==> src/rtl/pci_irq_router_pkg.sv <==
package pci_irq_router_pkg;

  typedef enum logic [1:0] {
    MODE_PROBE  = 2'd0,
    MODE_LEGACY = 2'd1,
    MODE_NATIVE = 2'd2
  } route_mode_e;

  localparam int unsigned INTX_PINS      = 4;
  localparam logic [7:0]  INTLINE_OFFSET = 8'h3C;

endpackage

==> src/rtl/pci_irq_mode_detect.sv <==
module pci_irq_mode_detect
  import pci_irq_router_pkg::*;
#(
  parameter int unsigned ADDR_W      = 24,
  parameter logic [7:0]  LEGACY_CODE = 8'd27
) (
  input  logic              clk,
  input  logic              rst_n,
  input  logic              detect_en,
  input  logic              wr_en,
  input  logic [ADDR_W-1:0] addr,
  input  logic [7:0]        wbyte,
  input  logic              wbyte_en,
  output route_mode_e       mode
);

  logic [4:0]  slot_num;
  logic        slot_differs;
  logic        line_hit;
  logic        decide;
  route_mode_e mode_q;
  route_mode_e mode_d;
  logic        mode_upd;

  // slot number is the top five bits of the device/function byte
  assign slot_num     = addr[15:11];
  assign slot_differs = (slot_num[1:0] != 2'd2);
  assign line_hit     = wr_en && wbyte_en && (addr[7:0] == INTLINE_OFFSET);
  assign decide       = detect_en && line_hit && slot_differs && (mode_q == MODE_PROBE);

  always_comb begin
    mode_d = mode_q;
    if (decide) begin
      if (wbyte == LEGACY_CODE) mode_d = MODE_LEGACY;
      else                      mode_d = MODE_NATIVE;
    end
  end

  assign mode_upd = decide;

  always_ff @(posedge clk or negedge rst_n) begin
    if (!rst_n)        mode_q <= MODE_PROBE;
    else if (mode_upd) mode_q <= mode_d;
  end

  assign mode = mode_q;

  AST_MODE_STICKY: assert property (@(posedge clk) disable iff (!rst_n)
    (mode_q != MODE_PROBE) |=> (mode_q == $past(mode_q))) else $error("sticky");

  AST_LEGACY_CODE: assert property (@(posedge clk) disable iff (!rst_n)
    (mode_q == MODE_PROBE && detect_en && line_hit && slot_differs && wbyte == LEGACY_CODE)
    |=> (mode_q == MODE_LEGACY)) else $error("legacy");

  AST_SAME_SLOT_IGNORED: assert property (@(posedge clk) disable iff (!rst_n)
    (mode_q == MODE_PROBE && !slot_differs) |=> (mode_q == MODE_PROBE)) else $error("slot");

  AST_VARIANT_NO_DETECT: assert property (@(posedge clk) disable iff (!rst_n)
    (mode_q == MODE_PROBE && !detect_en) |=> (mode_q == MODE_PROBE)) else $error("variant");

  AST_PARTIAL_IGNORED: assert property (@(posedge clk) disable iff (!rst_n)
    (mode_q == MODE_PROBE && wr_en && !wbyte_en) |=> (mode_q == MODE_PROBE)) else $error("be");

  AST_MODE_LEGAL: assert property (@(posedge clk) disable iff (!rst_n)
    (mode_q != 2'd3)) else $error("illegal");

endmodule

==> src/rtl/pci_irq_slot_swizzle.sv <==
module pci_irq_slot_swizzle
  import pci_irq_router_pkg::*;
#(
  parameter int unsigned SLOT_NUM = 29
) (
  input  logic [INTX_PINS-1:0] pin_req,
  input  logic [1:0]           rot_offset,
  input  logic                 identity,
  output logic [INTX_PINS-1:0] line_req
);

  localparam logic [1:0] SLOT_BASE = 2'(SLOT_NUM % INTX_PINS);

  logic [1:0] target [INTX_PINS];

  for (genvar n = 0; n < INTX_PINS; n++) begin : g_pin
    always_comb begin
      if (identity) target[n] = 2'(n);
      else          target[n] = SLOT_BASE + 2'(n) + rot_offset;
    end
  end

  always_comb begin
    line_req = '0;
    for (int n = 0; n < INTX_PINS; n++) begin
      if (pin_req[n]) line_req[target[n]] = 1'b1;
    end
  end

  AST_SWIZZLE_COUNT: assert final ($countones(line_req) <= $countones(pin_req));

endmodule

==> src/rtl/pci_irq_line_merge.sv <==
module pci_irq_line_merge
  import pci_irq_router_pkg::*;
#(
  parameter int unsigned NUM_SLOTS = 3
) (
  input  logic [NUM_SLOTS*INTX_PINS-1:0] slot_lines,
  output logic [INTX_PINS-1:0]           irq_lines
);

  for (genvar l = 0; l < INTX_PINS; l++) begin : g_line
    logic [NUM_SLOTS-1:0] contrib;
    for (genvar s = 0; s < NUM_SLOTS; s++) begin : g_slot
      assign contrib[s] = slot_lines[s*INTX_PINS + l];
    end
    assign irq_lines[l] = |contrib;
  end

endmodule

==> src/rtl/pci_irq_router.sv <==
module pci_irq_router
  import pci_irq_router_pkg::*;
#(
  parameter int unsigned NUM_SLOTS   = 3,
  parameter int unsigned FIRST_SLOT  = 29,
  parameter int unsigned ADDR_W      = 24,
  parameter int unsigned DATA_W      = 32,
  parameter logic [7:0]  LEGACY_CODE = 8'd27
) (
  input  logic                          clk,
  input  logic                          rst_n,
  input  logic                          board_sel,
  input  logic [NUM_SLOTS*INTX_PINS-1:0] irq_req,
  input  logic                          cfg_wr_en,
  input  logic [ADDR_W-1:0]             cfg_addr,
  input  logic [DATA_W-1:0]             cfg_wdata,
  input  logic [DATA_W/8-1:0]           cfg_be,
  output logic [INTX_PINS-1:0]          irq_out,
  output logic [1:0]                    route_mode
);

  localparam int unsigned REQ_W = NUM_SLOTS * INTX_PINS;

  logic [1:0]       rst_sync_q;
  logic             rst_core_n;
  route_mode_e      mode;
  logic [1:0]       rot_offset;
  logic             identity;
  logic [REQ_W-1:0] slot_lines;

  // asynchronous assert, synchronous release
  always_ff @(posedge clk or negedge rst_n) begin
    if (!rst_n) rst_sync_q <= 2'b00;
    else        rst_sync_q <= {rst_sync_q[0], 1'b1};
  end
  assign rst_core_n = rst_sync_q[1];

  pci_irq_mode_detect #(
    .ADDR_W      (ADDR_W),
    .LEGACY_CODE (LEGACY_CODE)
  ) u_detect (
    .clk       (clk),
    .rst_n     (rst_core_n),
    .detect_en (!board_sel),
    .wr_en     (cfg_wr_en),
    .addr      (cfg_addr),
    .wbyte     (cfg_wdata[7:0]),
    .wbyte_en  (cfg_be[0]),
    .mode      (mode)
  );

  assign rot_offset = board_sel ? 2'd3 : 2'd2;
  assign identity   = (mode == MODE_LEGACY);

  for (genvar i = 0; i < NUM_SLOTS; i++) begin : g_slot
    pci_irq_slot_swizzle #(
      .SLOT_NUM (FIRST_SLOT + i)
    ) u_swz (
      .pin_req    (irq_req[i*INTX_PINS +: INTX_PINS]),
      .rot_offset (rot_offset),
      .identity   (identity),
      .line_req   (slot_lines[i*INTX_PINS +: INTX_PINS])
    );
  end

  pci_irq_line_merge #(
    .NUM_SLOTS (NUM_SLOTS)
  ) u_merge (
    .slot_lines (slot_lines),
    .irq_lines  (irq_out)
  );

  assign route_mode = mode;

  AST_QUIET_WHEN_IDLE: assert property (@(posedge clk) disable iff (!rst_core_n)
    (irq_req == '0) |-> (irq_out == '0)) else $error("idle");

  AST_SINGLE_REQ_ONE_LINE: assert property (@(posedge clk) disable iff (!rst_core_n)
    ($countones(irq_req) == 1) |-> ($countones(irq_out) == 1)) else $error("single");

  AST_LEGACY_IDENTITY: assert property (@(posedge clk) disable iff (!rst_core_n)
    (route_mode == 2'd1 && irq_req[INTX_PINS-1:0] == 4'b0001) |-> irq_out[0]) else $error("ident");

  AST_RESET_MODE: assert property (@(posedge clk) disable iff (!rst_n)
    (!rst_core_n) |-> (route_mode == 2'd0)) else $error("reset");

endmodule

==> config.mk <==
export PLATFORM = sky130hd
export DESIGN_NAME = pci_irq_router
export DESIGN_NICKNAME = d
export VERILOG_FILES = /design/src/rtl/pci_irq_router_pkg.sv /design/src/rtl/pci_irq_mode_detect.sv /design/src/rtl/pci_irq_slot_swizzle.sv /design/src/rtl/pci_irq_line_merge.sv /design/src/rtl/pci_irq_router.sv
export SDC_FILE = /design/constraint.sdc
export NUM_CORES = 1
export LEC_CHECK = 0
export ABC_AREA = 1
export BUFFER_PORTS_ARGS = -buffer_cell sky130_fd_sc_hd__buf_2
export CAP_MARGIN = 20
export CORE_UTILIZATION = 30
export DETAILED_ROUTE_END_ITERATION = 6
export HOLD_SLACK_MARGIN = 0.08
export PLACE_DENSITY_LB_ADDON = 0.2
export RECOVER_POWER = 100
export SETUP_SLACK_MARGIN = 0.5
export SYNTH_ARGS = -nofsm -noshare
export SYNTH_HDL_FRONTEND = slang
export SYNTH_SLANG_ARGS = --single-unit
export TNS_END_PERCENT = 30
==> constraint.sdc <==
create_clock -name clk -period 1.5 [get_ports clk]
set_clock_uncertainty 0.1 [all_clocks]
set_input_delay 0.225 -clock clk [delete_from_list [all_inputs] [get_ports clk]]
set_output_delay 0.225 -clock clk [all_outputs]
set_load 0.05 [all_outputs]
Yosys cells after proc, flatten, opt, wreduce, memory -nomap -nowiden
Cells that the tools add are included.

Register bits: 4. Bits of input ports: 76. Output and inout bits: 6. Word-level logic and storage cells: 115.

Add/sub/neg operators: 3. Magnitude comparators: 24. Equal/unequal tests: 4. Muxes and demuxes: 50. Bitwise operators: 9. Reductions and logical operators: 23.

Operators with widths (count): 4-bit two-way mux (12); 2-bit by 3-bit less-than comparator with 1-bit output (second input constant) (12); 4-bit OR (9); 1-bit demux with 2-bit select (12); 2-bit by 1-bit greater-or-equal comparator with 1-bit output (second input constant) (12); 2-bit two-way mux (11); 1-bit logical AND (17); 1-bit two-way mux (15); 3-bit OR reduction (4); 8-bit by 5-bit == test with 1-bit output (second input constant) (1); 8-bit by 6-bit == test with 1-bit output (second input constant) (1); 2-bit adder (first input constant) (2); 1-bit by 2-bit adder with 2-bit output (first input constant) (1); 2-bit by 1-bit == test with 1-bit output (second input constant) (1); 2-bit logical NOT (1); 2-bit inequality test (second input constant) (1); 1-bit logical NOT (1).

Logic depth before layout (Yosys ltp)
Word-level depth: 15. Depth in mapped cells: 6. Mapped depth without buffers: 6.

Modules after synthesis
Synthesis repeated with hierarchy kept, for this count alone.

Cell total of the unflattened synthesis: 178. Area, all modules: 895.9 µm².

Modules (own cells, without submodules): pci_irq_slot_swizzle at g_slot[2].u_swz (times used 1, cells an instance 47, area an instance 225.2 µm², seq. area each 0.0 µm²); pci_irq_slot_swizzle at g_slot[1].u_swz (times used 1, cells an instance 46, area an instance 217.7 µm², seq. area each 0.0 µm²); pci_irq_mode_detect (times used 1, cells an instance 41, area an instance 202.7 µm², seq. area each 50.0 µm²); pci_irq_slot_swizzle at g_slot[0].u_swz (times used 1, cells an instance 26, area an instance 137.6 µm², seq. area each 0.0 µm²); pci_irq_router (times used 1, cells an instance 6, area an instance 67.6 µm², seq. area each 50.0 µm²); pci_irq_line_merge (times used 1, cells an instance 12, area an instance 45.0 µm², seq. area each 0.0 µm²).

Worst setup path after synthesis
No wires, ideal clock.

Path kind: register -> output. From: reg u_detect.mode_q[1], in the netlist u_detect.mode[1]. To: out irq_out[0]. Arrival: 1.480 ns. Required time: 1.175 ns. Setup slack: -0.305 ns. Stages on the path, launching flop included: 7. Path buffers: 0. Path through: dfrtp_1 -> inv_2 -> nand2_4 -> nand2_4 -> inv_4 -> o21ai_2 -> nand3_1.

Cells in the longest elaborated chain, start to end: 14. Elaborated cells between the ends (all ways): 95. Classes of those cells: 24 x order compare; 1 x eq/ne; 48 x mux; 9 x bitwise; 13 x reduce/logical.

Ends and longest elaborated chain: start: declaration (line pci_irq_mode_detect.sv:21) `route_mode_e mode_q;`; start signal: assignment (line pci_irq_mode_detect.sv:43) `else if (mode_upd) mode_q <= mode_d;`; 2-bit by 1-bit == test with 1-bit output (*) (line pci_irq_router.sv:53) `assign identity = (mode == MODE_LEGACY);`; 2-bit two-way mux (line pci_irq_slot_swizzle.sv:18) `if (identity) target[n] = 2'(n);`; 2-bit by 3-bit less-than comparator with 1-bit output (not written as such) / 2-bit by 1-bit greater-or-equal comparator with 1-bit output (equally long branches) (line pci_irq_slot_swizzle.sv:26) `if (pin_req[n]) line_req[target[n]] = 1'b1;`; 1-bit logical AND (not written as such) (line pci_irq_slot_swizzle.sv:26); 1-bit two-way mux (not written as such) (line pci_irq_slot_swizzle.sv:26); 1-bit demux with 2-bit select; 4-bit two-way mux (line pci_irq_slot_swizzle.sv:26); 4-bit OR (no source line); 4-bit two-way mux (line pci_irq_slot_swizzle.sv:26); 4-bit OR (no source line); 4-bit two-way mux (line pci_irq_slot_swizzle.sv:26); 4-bit OR (no source line); 4-bit two-way mux (line pci_irq_slot_swizzle.sv:26); 3-bit OR reduction (*) (line pci_irq_line_merge.sv:15) `assign irq_lines[l] = |contrib;`; end: declaration (line pci_irq_router.sv:18) `output logic [INTX_PINS-1:0] irq_out,`.

Mark *: on every way between the ends. The rest lies on a longest branch, timed or not.

Worst setup path after layout
From: reg u_detect.mode_q[1], in the netlist u_detect.mode[1]. To: out irq_out[3].

Same word-level chain as after synthesis.

==> metrics <==
PwrDens 467 nW/um2; dominant cell type by area after synthesis dfrtp_1; initial antenna violation count 0; Via density approximately 4.5; Worst path top cell family by delay flip-flops; drt total wl 1490 um; Starting Density 33.3%; Cells after Synth 98; Total GRT Usage 15.2%; Slew Limit Fails 0; Worst VDD drop 0.460 mV; kind of critical path reg2out; Fmax 0.609 GHz; Area growth syn-to-layout 86.3%; Pwr Total about 450 uW; synthesized area 519 um2; slowest stage delay, CP 0.41 ns; Clock Latency Late Sink 0.24 ns; CP Max Fanout 10; Post-synth ARST share 100%; Final GP Congestion 0.725; Setup WS post-layout -0.143 ns; crit share post-route 110%; final hold vios 0; via count ~730; syn nets 174; crit-path cells inv_4 -> nand2_8 -> nand2_8 -> inv_4 -> o21ai_2 -> nand3_4 -> buf_6; final core occ 62.0%; leakage 0.509 nW; r2r setup slk 0.36 ns; IO buf count 40; gr ovfl total 0; number of synthesized register bits 4; clk sinks 4; top post-synthesis cells by area dfrtp_1 (19%), nand2_1 (17%), nor2_1 (17%), inv_1 (14%), nand3_1 (12%); Critical path origin u_detect.mode[1]$_DFFE_PN0P_; R2R Path End u_detect.mode[0]$_DFFE_PN0P_; crit start category flop; endpoint class of the critical path output pin; largest net degree at the start of global routing 11; share of layout cells above drive strength 1 45.2%; CORE AREA 1560 um2; CTS tree built; Filler cells approximately 150; WL per Instance 9.21 um; WP data arrival around 1.3 ns; Final setup viols 4; Critical Path End irq_out[3]; Yosys cell types 14; Die Height between 40 and 50 um; vias in the first global route 584; die area 1900 um2; Post-synth EDFFs 0; I/O pin total between 80 and 90; Detailed Place HPWL 1220 um; post-synth top area share roughly a fifth; worst path bufs/invs 3; Clock Path Buffers 2; Req. time, crit path 1.17 ns; Nets 223; ANT nets after route 0; Worst Hold Class in2async; worst r2r src u_detect.mode[0]$_DFFE_PN0P_; Final min period approximately 1.6 ns; FF-to-FF path depth 6; first-pass GRT wire length around 2100 um; Die Wd 43.6 um; Clock transition at path regs 0.05 ns; max-cap viol count 0; Crit path depth 7; outcome finished, violations left; Slowest cell on crit path dfrtp_2; 1st-pass router iterations 6; Synth top cells by count nand2_1 (23), nor2_1 (23), inv_1 (19); share of the yosys chip area belonging to registers 19.3%; root buffer cell clkbuf_4; Diodes inserted 0; Iter 0 DRT Violations 27; Synth Warn # 0; setup TNS -0.556 ns; cts bufs inserted 3; row count 14; failing checks design-rule violations, negative setup slack; Primary FF master, synth dfrtp_1; synthesized area per cell 5.30 um2; RSZ-0062 raised after global routing true; DRC violations left 6; H-tree Lvls 1
-- where the power goes --
group | leakage [nW] | switching [mW] | internal (mW) | total [mW]
sequential | 0.0402 | 0.000539 | 0.111 | 0.112
clock | 0.0150 | 0.0477 | 0.100 | 0.148
combinational | 0.453 | 0.108 | 0.0845 | 0.193
-- placed cells by master, fill, tap and decap left out, drive strengths merged --
| cell type | instances |
|---|---|
| conb | 1 |
| a21oi | 4 |
| inv | 21 |
| buf | 41 |
| o21ai | 4 |
| clkbuf | 6 |
| nor2 | 23 |
| nand4 | 2 |
| nand3 | 12 |
| dfrtp | 4 |
| dlygate4sd3 | 2 |
| nand2 | 26 |
-- registers in the layout (all words and copies together) (netlist names) --
name	count
u_detect.mode	2
rst_sync_q	2
-- how the worst min path moves through the flow --
stage,startpoint,endpoint,slack [ns]
2_1_floorplan,rst_n,rst_sync_q[0]$_DFF_PN0_,-0.17
3_3_place_gp,rst_n,rst_sync_q[0]$_DFF_PN0_,-0.09
3_5_place_dp,rst_n,rst_sync_q[0]$_DFF_PN0_,-0.09
4_1_cts,rst_n,rst_sync_q[1]$_DFF_PN0_,0.20
5_1_grt,rst_n,rst_sync_q[1]$_DFF_PN0_,0.20
6_report,rst_n,rst_sync_q[1]$_DFF_PN0_,0.21
-- cell type report --
| type | count | area (um2) | area share, % |
|---|---|---|---|
| inverter | 21 | 83.8 | 8.67 |
| multi-input combinational | 72 | 455 | 47.1 |
| tap | 16 | 20.0 | 2.07 |
| sequential | 4 | 103 | 10.6 |
| clock buffer | 4 | 26.3 | 2.72 |
| timing repair buffer | 45 | 279 | 28.8 |
-- timing repair --
action,4_1_cts,5_1_grt
hold endpoints to repair,4,0
gates resized for setup,18,1
buffers inserted,0,0
pin swaps,1,1
endpoints found under the setup margin,8,8
hold buffers,2,0
-- through the flow --
stage                     setup WS (ns)  cells  cell area [um2]  hold slack (ns)
final                            -0.143    162              967            0.215
after global routing             -0.208    162              967            0.203
after CTS                        -0.167    162              973            0.196
after detailed placement         0.0172    156              863          -0.0879
after global placement           0.0256    156              863          -0.0884
after floorplan                  0.0134     98              626           -0.171
-- layer usage --
layer / track usage (%) / share of wire (%) / vias up
met5: 0 / 0 / -
met1: 18.2 / 43 / 301
met3: 3.75 / 8.0 / 0
met4: 3.75 / 0 / 0
li1: - / - / 394
met2: 26.9 / 49 / 33
-- cell families after synthesis --
logic type	share of synthesized area [%]
other cells	0.722
compound gates	10.6
simple gates	52.8
buf+inv	16.6
flops	19.3
(Power assumes the default switching activity.)
